[src/rtl/arb_pkg.sv]
package arb_pkg;
  localparam int NSLOT  = 10;
  localparam int SLOT_W = 4;
  localparam int NRANK  = 9;
  localparam int TIMER  = 8;
  localparam int CPU    = 9;
  localparam int UNUSED = 7;

  typedef enum logic [1:0] {K_DATA = 2'd0, K_INSTR = 2'd1, K_FIXED = 2'd2, K_HOLD = 2'd3} acc_kind_e;

  // k-th slot (k = 0..7) in ascending order, channel 0 excluded
  function automatic logic [SLOT_W-1:0] ordered_slot(input int k);
    return (k < 6) ? SLOT_W'(k + 1) : SLOT_W'(k + 2);
  endfunction

  function automatic logic [NRANK*SLOT_W-1:0] default_rank();
    logic [NRANK*SLOT_W-1:0] rk;
    rk = '0;
    for (int p = 1; p < NRANK; p++) rk[p*SLOT_W +: SLOT_W] = ordered_slot(p - 1);
    return rk;
  endfunction

  function automatic logic rank_is_valid(input logic [NRANK*SLOT_W-1:0] rk);
    logic ok;
    int   k;
    int   zeros;
    ok = 1'b1;
    k = 0;
    zeros = 0;
    for (int p = 0; p < NRANK; p++) begin
      if (rk[p*SLOT_W +: SLOT_W] == '0) zeros++;
      else begin
        if (k > 7 || rk[p*SLOT_W +: SLOT_W] != ordered_slot(k)) ok = 1'b0;
        k++;
      end
    end
    return ok && (zeros == 1);
  endfunction
endpackage

[src/rtl/rank_reg.sv]
module rank_reg
  import arb_pkg::*;
(
  input  logic                    clk,
  input  logic                    rst_n,
  input  logic                    cfg_wr,
  input  logic [NRANK*SLOT_W-1:0] cfg_rank,
  output logic [NRANK*SLOT_W-1:0] rank_o
);
  logic [NRANK*SLOT_W-1:0] rank_q, rank_d;
  logic                    load_en;

  always_comb begin
    load_en = cfg_wr && rank_is_valid(cfg_rank);
    rank_d  = load_en ? cfg_rank : rank_q;
  end

  always_ff @(posedge clk or negedge rst_n) begin
    if (!rst_n) rank_q <= default_rank();
    else        rank_q <= rank_d;
  end

  assign rank_o = rank_q;


  rank_perm_chk: assert property (@(posedge clk) disable iff (!rst_n) rank_is_valid(rank_q));
endmodule

[src/rtl/prio_pick.sv]
module prio_pick
  import arb_pkg::*;
(
  input  logic [NRANK*SLOT_W-1:0] rank,
  input  logic [NSLOT-1:0]        queue,
  input  logic [NSLOT-1:0]        pend,
  output logic                    hit,
  output logic [SLOT_W-1:0]       slot
);
  logic found;

  always_comb begin
    found = 1'b0;
    slot  = '0;
    for (int p = 0; p < NRANK; p++) begin
      if (!found && queue[rank[p*SLOT_W +: SLOT_W]]) begin
        found = 1'b1;
        slot  = rank[p*SLOT_W +: SLOT_W];
      end
    end
    // head of queue must also be asking (a held owner may be between accesses)
    hit = found && pend[slot];
  end
endmodule

[src/rtl/byte_seq.sv]
module byte_seq #(
  parameter int LEN_W        = 4,
  parameter int CYC_PER_BYTE = 2
) (
  input  logic             clk,
  input  logic             rst_n,
  input  logic             start,
  input  logic [LEN_W-1:0] start_len,
  output logic             busy,
  output logic [LEN_W-1:0] byte_idx,
  output logic             last
);
  localparam int CYC_W = (CYC_PER_BYTE > 1) ? $clog2(CYC_PER_BYTE) : 1;
  localparam logic [CYC_W-1:0] CYC_END = CYC_W'(CYC_PER_BYTE - 1);

  logic             busy_q, busy_d;
  logic [LEN_W-1:0] byte_q, byte_d, endb_q, endb_d;
  logic [CYC_W-1:0] cyc_q, cyc_d;

  assign last     = busy_q && (byte_q == endb_q) && (cyc_q == CYC_END);
  assign busy     = busy_q;
  assign byte_idx = byte_q;

  always_comb begin
    busy_d = busy_q;
    byte_d = byte_q;
    endb_d = endb_q;
    cyc_d  = cyc_q;
    if (!busy_q) begin
      if (start) begin
        busy_d = 1'b1;
        byte_d = '0;
        cyc_d  = '0;
        endb_d = (start_len == '0) ? '0 : start_len - 1'b1;
      end
    end else if (last) begin
      busy_d = 1'b0;
    end else if (cyc_q == CYC_END) begin
      cyc_d  = '0;
      byte_d = byte_q + 1'b1;
    end else begin
      cyc_d  = cyc_q + 1'b1;
    end
  end

  always_ff @(posedge clk or negedge rst_n) begin
    if (!rst_n) begin
      busy_q <= 1'b0;
      byte_q <= '0;
      endb_q <= '0;
      cyc_q  <= '0;
    end else begin
      busy_q <= busy_d;
      byte_q <= byte_d;
      endb_q <= endb_d;
      cyc_q  <= cyc_d;
    end
  end


  start_idle_chk: assert property (@(posedge clk) disable iff (!rst_n) start |-> !busy_q);

  hold_busy_chk: assert property (@(posedge clk) disable iff (!rst_n) (busy_q && !last) |=> busy_q);
endmodule

[src/rtl/mem_port_arbiter.sv]
module mem_port_arbiter
  import arb_pkg::*;
#(
  parameter int ADDR_W       = 16,
  parameter int LEN_W        = 4,
  parameter int CYC_PER_BYTE = 2
) (
  input  logic                    clk,
  input  logic                    rst_n,
  input  logic [NSLOT-1:0]        req_valid,
  input  logic [NSLOT*ADDR_W-1:0] req_addr,
  input  logic [NSLOT*LEN_W-1:0]  req_len,
  input  logic [NSLOT-1:0]        req_store,
  input  logic [NSLOT*2-1:0]      req_kind,
  input  logic                    rank_wr,
  input  logic [NRANK*SLOT_W-1:0] rank_cfg,
  output logic [NSLOT-1:0]        gnt,
  output logic [NSLOT-1:0]        done,
  output logic [ADDR_W-1:0]       mem_addr,
  output logic                    mem_store
);
  localparam logic [NSLOT-1:0] CPU_BIT    = NSLOT'(1) << CPU;
  localparam logic [NSLOT-1:0] SLOT_USED  = ~(NSLOT'(1) << UNUSED);

  logic                    rs_meta_q, rs_n;
  logic [NRANK*SLOT_W-1:0] rank;
  logic [NSLOT-1:0]        pend_q, pend_d, queue_q, queue_d, arrive;
  logic                    tlock_q, tlock_d;
  logic [SLOT_W-1:0]       own_q, own_d, pick_slot;
  logic [ADDR_W-1:0]       own_addr_q, own_addr_d;
  logic                    own_store_q, own_store_d;
  acc_kind_e               own_kind_q, own_kind_d;
  logic                    pick_hit, start, busy, fin;
  logic [LEN_W-1:0]        byte_idx;

  // asynchronous assert, synchronous release
  always_ff @(posedge clk or negedge rst_n) begin
    if (!rst_n) begin
      rs_meta_q <= 1'b0;
      rs_n      <= 1'b0;
    end else begin
      rs_meta_q <= 1'b1;
      rs_n      <= rs_meta_q;
    end
  end

  rank_reg u_rank (
    .clk(clk), .rst_n(rs_n), .cfg_wr(rank_wr), .cfg_rank(rank_cfg), .rank_o(rank)
  );

  prio_pick u_pick (
    .rank(rank), .queue(queue_q), .pend(pend_q), .hit(pick_hit), .slot(pick_slot)
  );

  assign start = !busy && pick_hit;

  byte_seq #(.LEN_W(LEN_W), .CYC_PER_BYTE(CYC_PER_BYTE)) u_seq (
    .clk(clk), .rst_n(rs_n), .start(start),
    .start_len(req_len[pick_slot*LEN_W +: LEN_W]),
    .busy(busy), .byte_idx(byte_idx), .last(fin)
  );

  always_comb begin
    arrive  = req_valid & ~pend_q & SLOT_USED;
    pend_d  = pend_q | arrive;
    tlock_d = tlock_q;
    queue_d = queue_q;
    own_d       = own_q;
    own_addr_d  = own_addr_q;
    own_store_d = own_store_q;
    own_kind_d  = own_kind_q;
    if (fin) begin
      pend_d[own_q] = 1'b0;
      if (own_q == SLOT_W'(TIMER)) tlock_d = !own_store_q;
    end
    if (fin && own_kind_q != K_HOLD) begin
      queue_d = pend_d & ~(tlock_d ? CPU_BIT : '0);
    end else if (queue_q == '0) begin
      queue_d = arrive & ~(tlock_d ? CPU_BIT : '0);
    end
    if (start) begin
      own_d       = pick_slot;
      own_addr_d  = req_addr[pick_slot*ADDR_W +: ADDR_W];
      own_store_d = req_store[pick_slot];
      own_kind_d  = acc_kind_e'(req_kind[pick_slot*2 +: 2]);
    end
  end

  always_ff @(posedge clk or negedge rs_n) begin
    if (!rs_n) begin
      pend_q      <= '0;
      queue_q     <= '0;
      tlock_q     <= 1'b0;
      own_q       <= '0;
      own_addr_q  <= '0;
      own_store_q <= 1'b0;
      own_kind_q  <= K_DATA;
    end else begin
      pend_q      <= pend_d;
      queue_q     <= queue_d;
      tlock_q     <= tlock_d;
      own_q       <= own_d;
      own_addr_q  <= own_addr_d;
      own_store_q <= own_store_d;
      own_kind_q  <= own_kind_d;
    end
  end

  assign gnt       = busy ? (NSLOT'(1) << own_q) : '0;
  assign done      = fin ? (NSLOT'(1) << own_q) : '0;
  assign mem_addr  = own_addr_q + ADDR_W'(byte_idx);
  assign mem_store = busy && own_store_q;

  // independent lock tracker used only by the checks below
  logic              lk_on_q;
  logic [SLOT_W-1:0] lk_slot_q;
  always_ff @(posedge clk or negedge rs_n) begin
    if (!rs_n) begin
      lk_on_q   <= 1'b0;
      lk_slot_q <= '0;
    end else if (fin) begin
      if (own_kind_q == K_HOLD) begin
        lk_on_q   <= 1'b1;
        lk_slot_q <= own_q;
      end else if (own_q == lk_slot_q) begin
        lk_on_q   <= 1'b0;
      end
    end
  end


  hold_excl_chk: assert property (@(posedge clk) disable iff (!rs_n)
    (start && lk_on_q) |-> (pick_slot == lk_slot_q));

  cpu_fenced_chk: assert property (@(posedge clk) disable iff (!rs_n)
    (start && tlock_q) |-> (pick_slot != SLOT_W'(CPU)));

  idle_gap_chk: assert property (@(posedge clk) disable iff (!rs_n)
    (done != '0) |=> (gnt == '0));

  no_slot7_chk: assert property (@(posedge clk) disable iff (!rs_n) !gnt[UNUSED]);

  one_owner_chk: assert property (@(posedge clk) disable iff (!rs_n) $onehot0(gnt));
endmodule

[config.mk]
export PLATFORM = sky130hd
export DESIGN_NAME = mem_port_arbiter
export DESIGN_NICKNAME = d
export VERILOG_FILES = /design/src/rtl/arb_pkg.sv /design/src/rtl/rank_reg.sv /design/src/rtl/prio_pick.sv /design/src/rtl/byte_seq.sv /design/src/rtl/mem_port_arbiter.sv
export SDC_FILE = /design/constraint.sdc
export NUM_CORES = 1
export LEC_CHECK = 0
export BUFFER_PORTS_ARGS = -buffer_cell sky130_fd_sc_hd__buf_2
export CAP_MARGIN = 20
export CORE_ASPECT_RATIO = 1.5
export CORE_MARGIN = 2
export CORE_UTILIZATION = 35
export CTS_BUF_LIST = sky130_fd_sc_hd__clkbuf_4
export DETAILED_ROUTE_END_ITERATION = 6
export HOLD_SLACK_MARGIN = 0.15
export SYNTH_ARGS = -nofsm -noshare
export SYNTH_HDL_FRONTEND = slang
export SYNTH_HIERARCHICAL = 1
export SYNTH_SLANG_ARGS = --single-unit
export TNS_END_PERCENT = 30
[constraint.sdc]
create_clock -name clk -period 2.55 [get_ports clk]
set_input_delay 0.51 -clock clk [delete_from_list [all_inputs] [get_ports clk]]
set_output_delay 0.51 -clock clk [all_outputs]
set_load 0.005 [all_outputs]
==> flow_metrics.env <==
export IMPL_antenna_found_initial=4
export IMPL_path_clk_slew_ns=0.15
export IMPL_synthToLayoutAreaGrowth_pct=53.1
export IMPL_wirelength_met1_mm=14.0
export IMPL_fp_coreArea_sq_um=29500
export IMPL_drive_gt1_share_pct=53.9
export IMPL_drt_total_wl_mm=41.4
export IMPL_dr_pass1_iters=5
export IMPL_track_usage_pct=25.8
export IMPL_placementRows=77
export IMPL_cts_buffers=9
export IMPL_postRouteAntennaNets=0
export IMPL_crit_path_start_kind="input pin"
export IMPL_top_layer="met4"
export IMPL_max_slew_margin_pct=62.1
export IMPL_hold_viol_final=0
export IMPL_p_leak_nw=7.17
export IMPL_die_w_microns=145
export IMPL_place_congestion=0.959
export IMPL_critPathKind="in -> reg"
export IMPL_status="finished, violations left"
export IMPL_netlist_area_sq_um=10500
export IMPL_tightest_slew_ns=0.565
export IMPL_fmax_ghz=0.163
export IMPL_cts_root_buf="clkbuf_4"
export IMPL_seq_area_frac_synth_pct=22.0
export IMPL_htreeDepth=3
export IMPL_cp_slowest_cell="or4_4"
export IMPL_holdPathStages=3
export IMPL_setup_slack_ns=-3.59
export IMPL_cts_tree="done"
export IMPL_min_delay_start="req_valid[0]"
export IMPL_io_buffer_count=314
export IMPL_drt_iter0_markers=433
export IMPL_wl_met3_mm=1.80
export IMPL_maxSlewViolCount=0
export IMPL_cp_data_required_time_ns=2.92
export IMPL_drv_cap=0
export IMPL_fin_skew_ns=0.0291
export IMPL_nets=2033
export IMPL_crit_arrival_ns=6.51
export IMPL_cp_common_cell="ha_4"
export IMPL_r2r_cells=13
export IMPL_met2_length_mm=22.9
export IMPL_wl_per_cell_microns=19.4
export IMPL_yosysWarnings=6
export IMPL_vias=11800
export IMPL_holdWs_ns=0.254
export IMPL_end_kind="register"
export IMPL_post_drt_via_cell_ratio=5.54
export IMPL_grt_max_degree=57
export IMPL_numClockSinks=92
export IMPL_die_y_microns=216
export IMPL_syn_area_per_cell_sq_um=9.50
export IMPL_holdPathEnd="pend_q[0]"
export IMPL_drc=0
export IMPL_pre_cts_ws_ns=-4.24
export IMPL_insertion_delay_ns=0.48
export IMPL_fillers=2727
export IMPL_synth_nets=1413
export IMPL_synth_seq_cells=92
export IMPL_ir_worst_vdd_mv=0.269
export IMPL_dp_hpwl_mm=34.0
export IMPL_start_util_pct=35.7
export IMPL_async_flop_share_pct=100
export IMPL_p_per_area_nw_per_um2=317
export IMPL_min_path_type="in -> reg"
export IMPL_ios=316
export IMPL_synth_edff_count=0
export IMPL_rsz0062_at_grt="yes"
export IMPL_critPathMaxStageDelay_ns=0.56
export IMPL_synthFlopType="dfrtp_1"
export IMPL_ff2ff_setup_slack_ns=-1.76
export IMPL_r2r_end="u_seq/endb_q[2]"
export IMPL_min_period_ns=6.14
export IMPL_grt_first_pass_wirelength_mm=64.3
export IMPL_gr_total_overflow=0
export IMPL_synth_cell_types=106
export IMPL_die_area_sq_um=31500
export IMPL_path_max_fanout=5
export IMPL_reg2reg_from="u_rank/rank_o[28]"
export IMPL_violations="negative setup slack"
export IMPL_synth_cells=1107
export IMPL_grt_pass1_vias=12600
export IMPL_setup_viol=85
export IMPL_min_period_over_period_pct=241
export IMPL_clockBufferDepth=2
==> worst max-delay path by stage <==
stage,slack [ns],startpoint,endpoint
4_1_cts,-3.58,rank_cfg[7],u_rank/rank_o[19]
2_1_floorplan,-4.18,rank_cfg[5],u_rank/rank_o[14]
6_report,-3.59,rank_cfg[5],u_rank/rank_o[21]
3_3_place_gp,-4.03,rank_cfg[5],u_rank/rank_o[30]
3_5_place_dp,-4.24,rank_cfg[5],u_rank/rank_o[30]
5_1_grt,-3.86,rank_cfg[5],u_rank/rank_o[21]
==> registers in the layout (all words and copies together) (netlist names) <==
signal / cells
rs_meta_q: 1
pend_q: 10
u_seq/busy: 1
u_rank/rank_o: 36
u_seq/endb_q: 4
tlock_q: 1
own_kind_q: 2
queue_q: 10
rs_n: 1
own_q: 4
own_addr_q: 16
u_seq/byte_idx: 4
own_store_q: 1
u_seq/cyc_q: 1
==> synthesized netlist by cell type, drive strengths merged (7+ instances only) <==
| cell type | n | area, sq um |
|---|---|---|
| dfrtp | 80 | 2000 |
| nand3b | 7 | 52.6 |
| o31ai | 12 | 90.1 |
| nand4 | 23 | 150 |
| or3 | 11 | 70.1 |
| a21oi | 44 | 243 |
| nor2b | 17 | 106 |
| or4 | 9 | 71.3 |
| mux2 | 58 | 657 |
| nor2 | 78 | 295 |
| xor2 | 17 | 164 |
| o21a | 8 | 60.1 |
| nor4 | 27 | 203 |
| nand2b | 12 | 82.6 |
| and2 | 22 | 139 |
| dfstp | 12 | 315 |
| a221o | 22 | 220 |
| o211ai | 13 | 97.6 |
| nand2 | 62 | 233 |
| xnor2 | 41 | 374 |
| nand3 | 39 | 195 |
| mux4 | 59 | 1450 |
| and3 | 7 | 43.8 |
| o21bai | 7 | 52.6 |
| o21ai | 30 | 150 |
| a31oi | 16 | 121 |
| clkbuf | 48 | 180 |
| buf | 22 | 200 |
| a211oi | 10 | 75.1 |
| mux2i | 60 | 601 |
| nor4b | 7 | 61.3 |
| nor3 | 39 | 205 |
| inv | 55 | 206 |
| ha | 26 | 325 |
==> routing by layer <==
metal | global-route usage, % | vias to the layer above
met5 | 0 | -
met4 | 16.7 | 0
met3 | 2.86 | 136
met2 | 51.6 | 416
met1 | 24.4 | 5699
li1 | - | 5554
==> through the flow <==
stage	cell area (sq um)	util (%)	setup TNS, ns	total power (W)	instances
global placement	15000	50.8	-199.73	0.00386	2065
global route	16100	54.6	-195.88	0.00543	2130
finish	16100	54.6	-179.33	0.00510	2131
detailed placement	15000	50.8	-207.17	0.00389	2065
floorplan	10800	-	-205.31	0.00282	1107
CTS	15800	53.7	-181.42	0.00499	2125
==> area by class of cell <==
class / count / area, sq um / area share [%]
tap: 395 / 494 / 3.07
antenna: 4 / 10.0 / 0.0622
clock buffer: 9 / 67.6 / 0.420
timing repair buffer: 679 / 4560 / 28.3
clock inverter: 7 / 65.1 / 0.404
multi-input combinational: 890 / 8350 / 51.9
inverter: 55 / 214 / 1.33
sequential: 92 / 2330 / 14.5
==> power by group <==
group | internal (W) | switching, W | total, W
sequential | 0.00148 | 0.0000350 | 0.00151
combinational | 0.00152 | 0.00125 | 0.00277
clock | 0.000292 | 0.000530 | 0.000822
total | 0.00329 | 0.00182 | 0.00510
==> cell families after synthesis <==
group | Yosys count | synth area share [%]
AND/OR/NAND/NOR | 384 | 20.2
adder cells (fa/ha/maj) | 27 | 3.29
multiplexers | 177 | 25.8
buffers and inverters | 125 | 5.58
AO/OA/AOI/OAI | 238 | 17.1
other | 2 | 0.0714
flip-flops | 92 | 22.0
XOR/XNOR | 62 | 5.99
==> cell usage in the layout, fill, tap and decap left out, types with 30 or more instances in the layout <==
cell type,n
inv_1,43
nand2_1,60
nor2_1,70
dfrtp_1,70
mux2i_1,55
nand3_1,37
buf_2,312
mux4_1,30
nor3_1,31
a21oi_1,38
buf_4,339
xnor2_1,35
==> worst max-delay path: cells and delay by family <==
family / cells / cell delay (ns)
xor+xnor: 2 / 0.35
compound gates: 12 / 2.16
buf+inv: 6 / 0.55
simple gates: 5 / 0.90
mux: 3 / 0.58
fa+ha+maj: 6 / 1.44
==> what timing repair did <==
| action | in CTS | in global routing |
|---|---|---|
| buffers inserted | 41 | 6 |
| hold buffers | 1 | 0 |
| gates resized for setup | 76 | 68 |
| pin swaps | 32 | 28 |
| cloned | 2 | 0 |
| hold endpoints to repair | 2 | 0 |
| setup endpoints to repair | 90 | 88 |
Power figures use the tool's default switching activity.
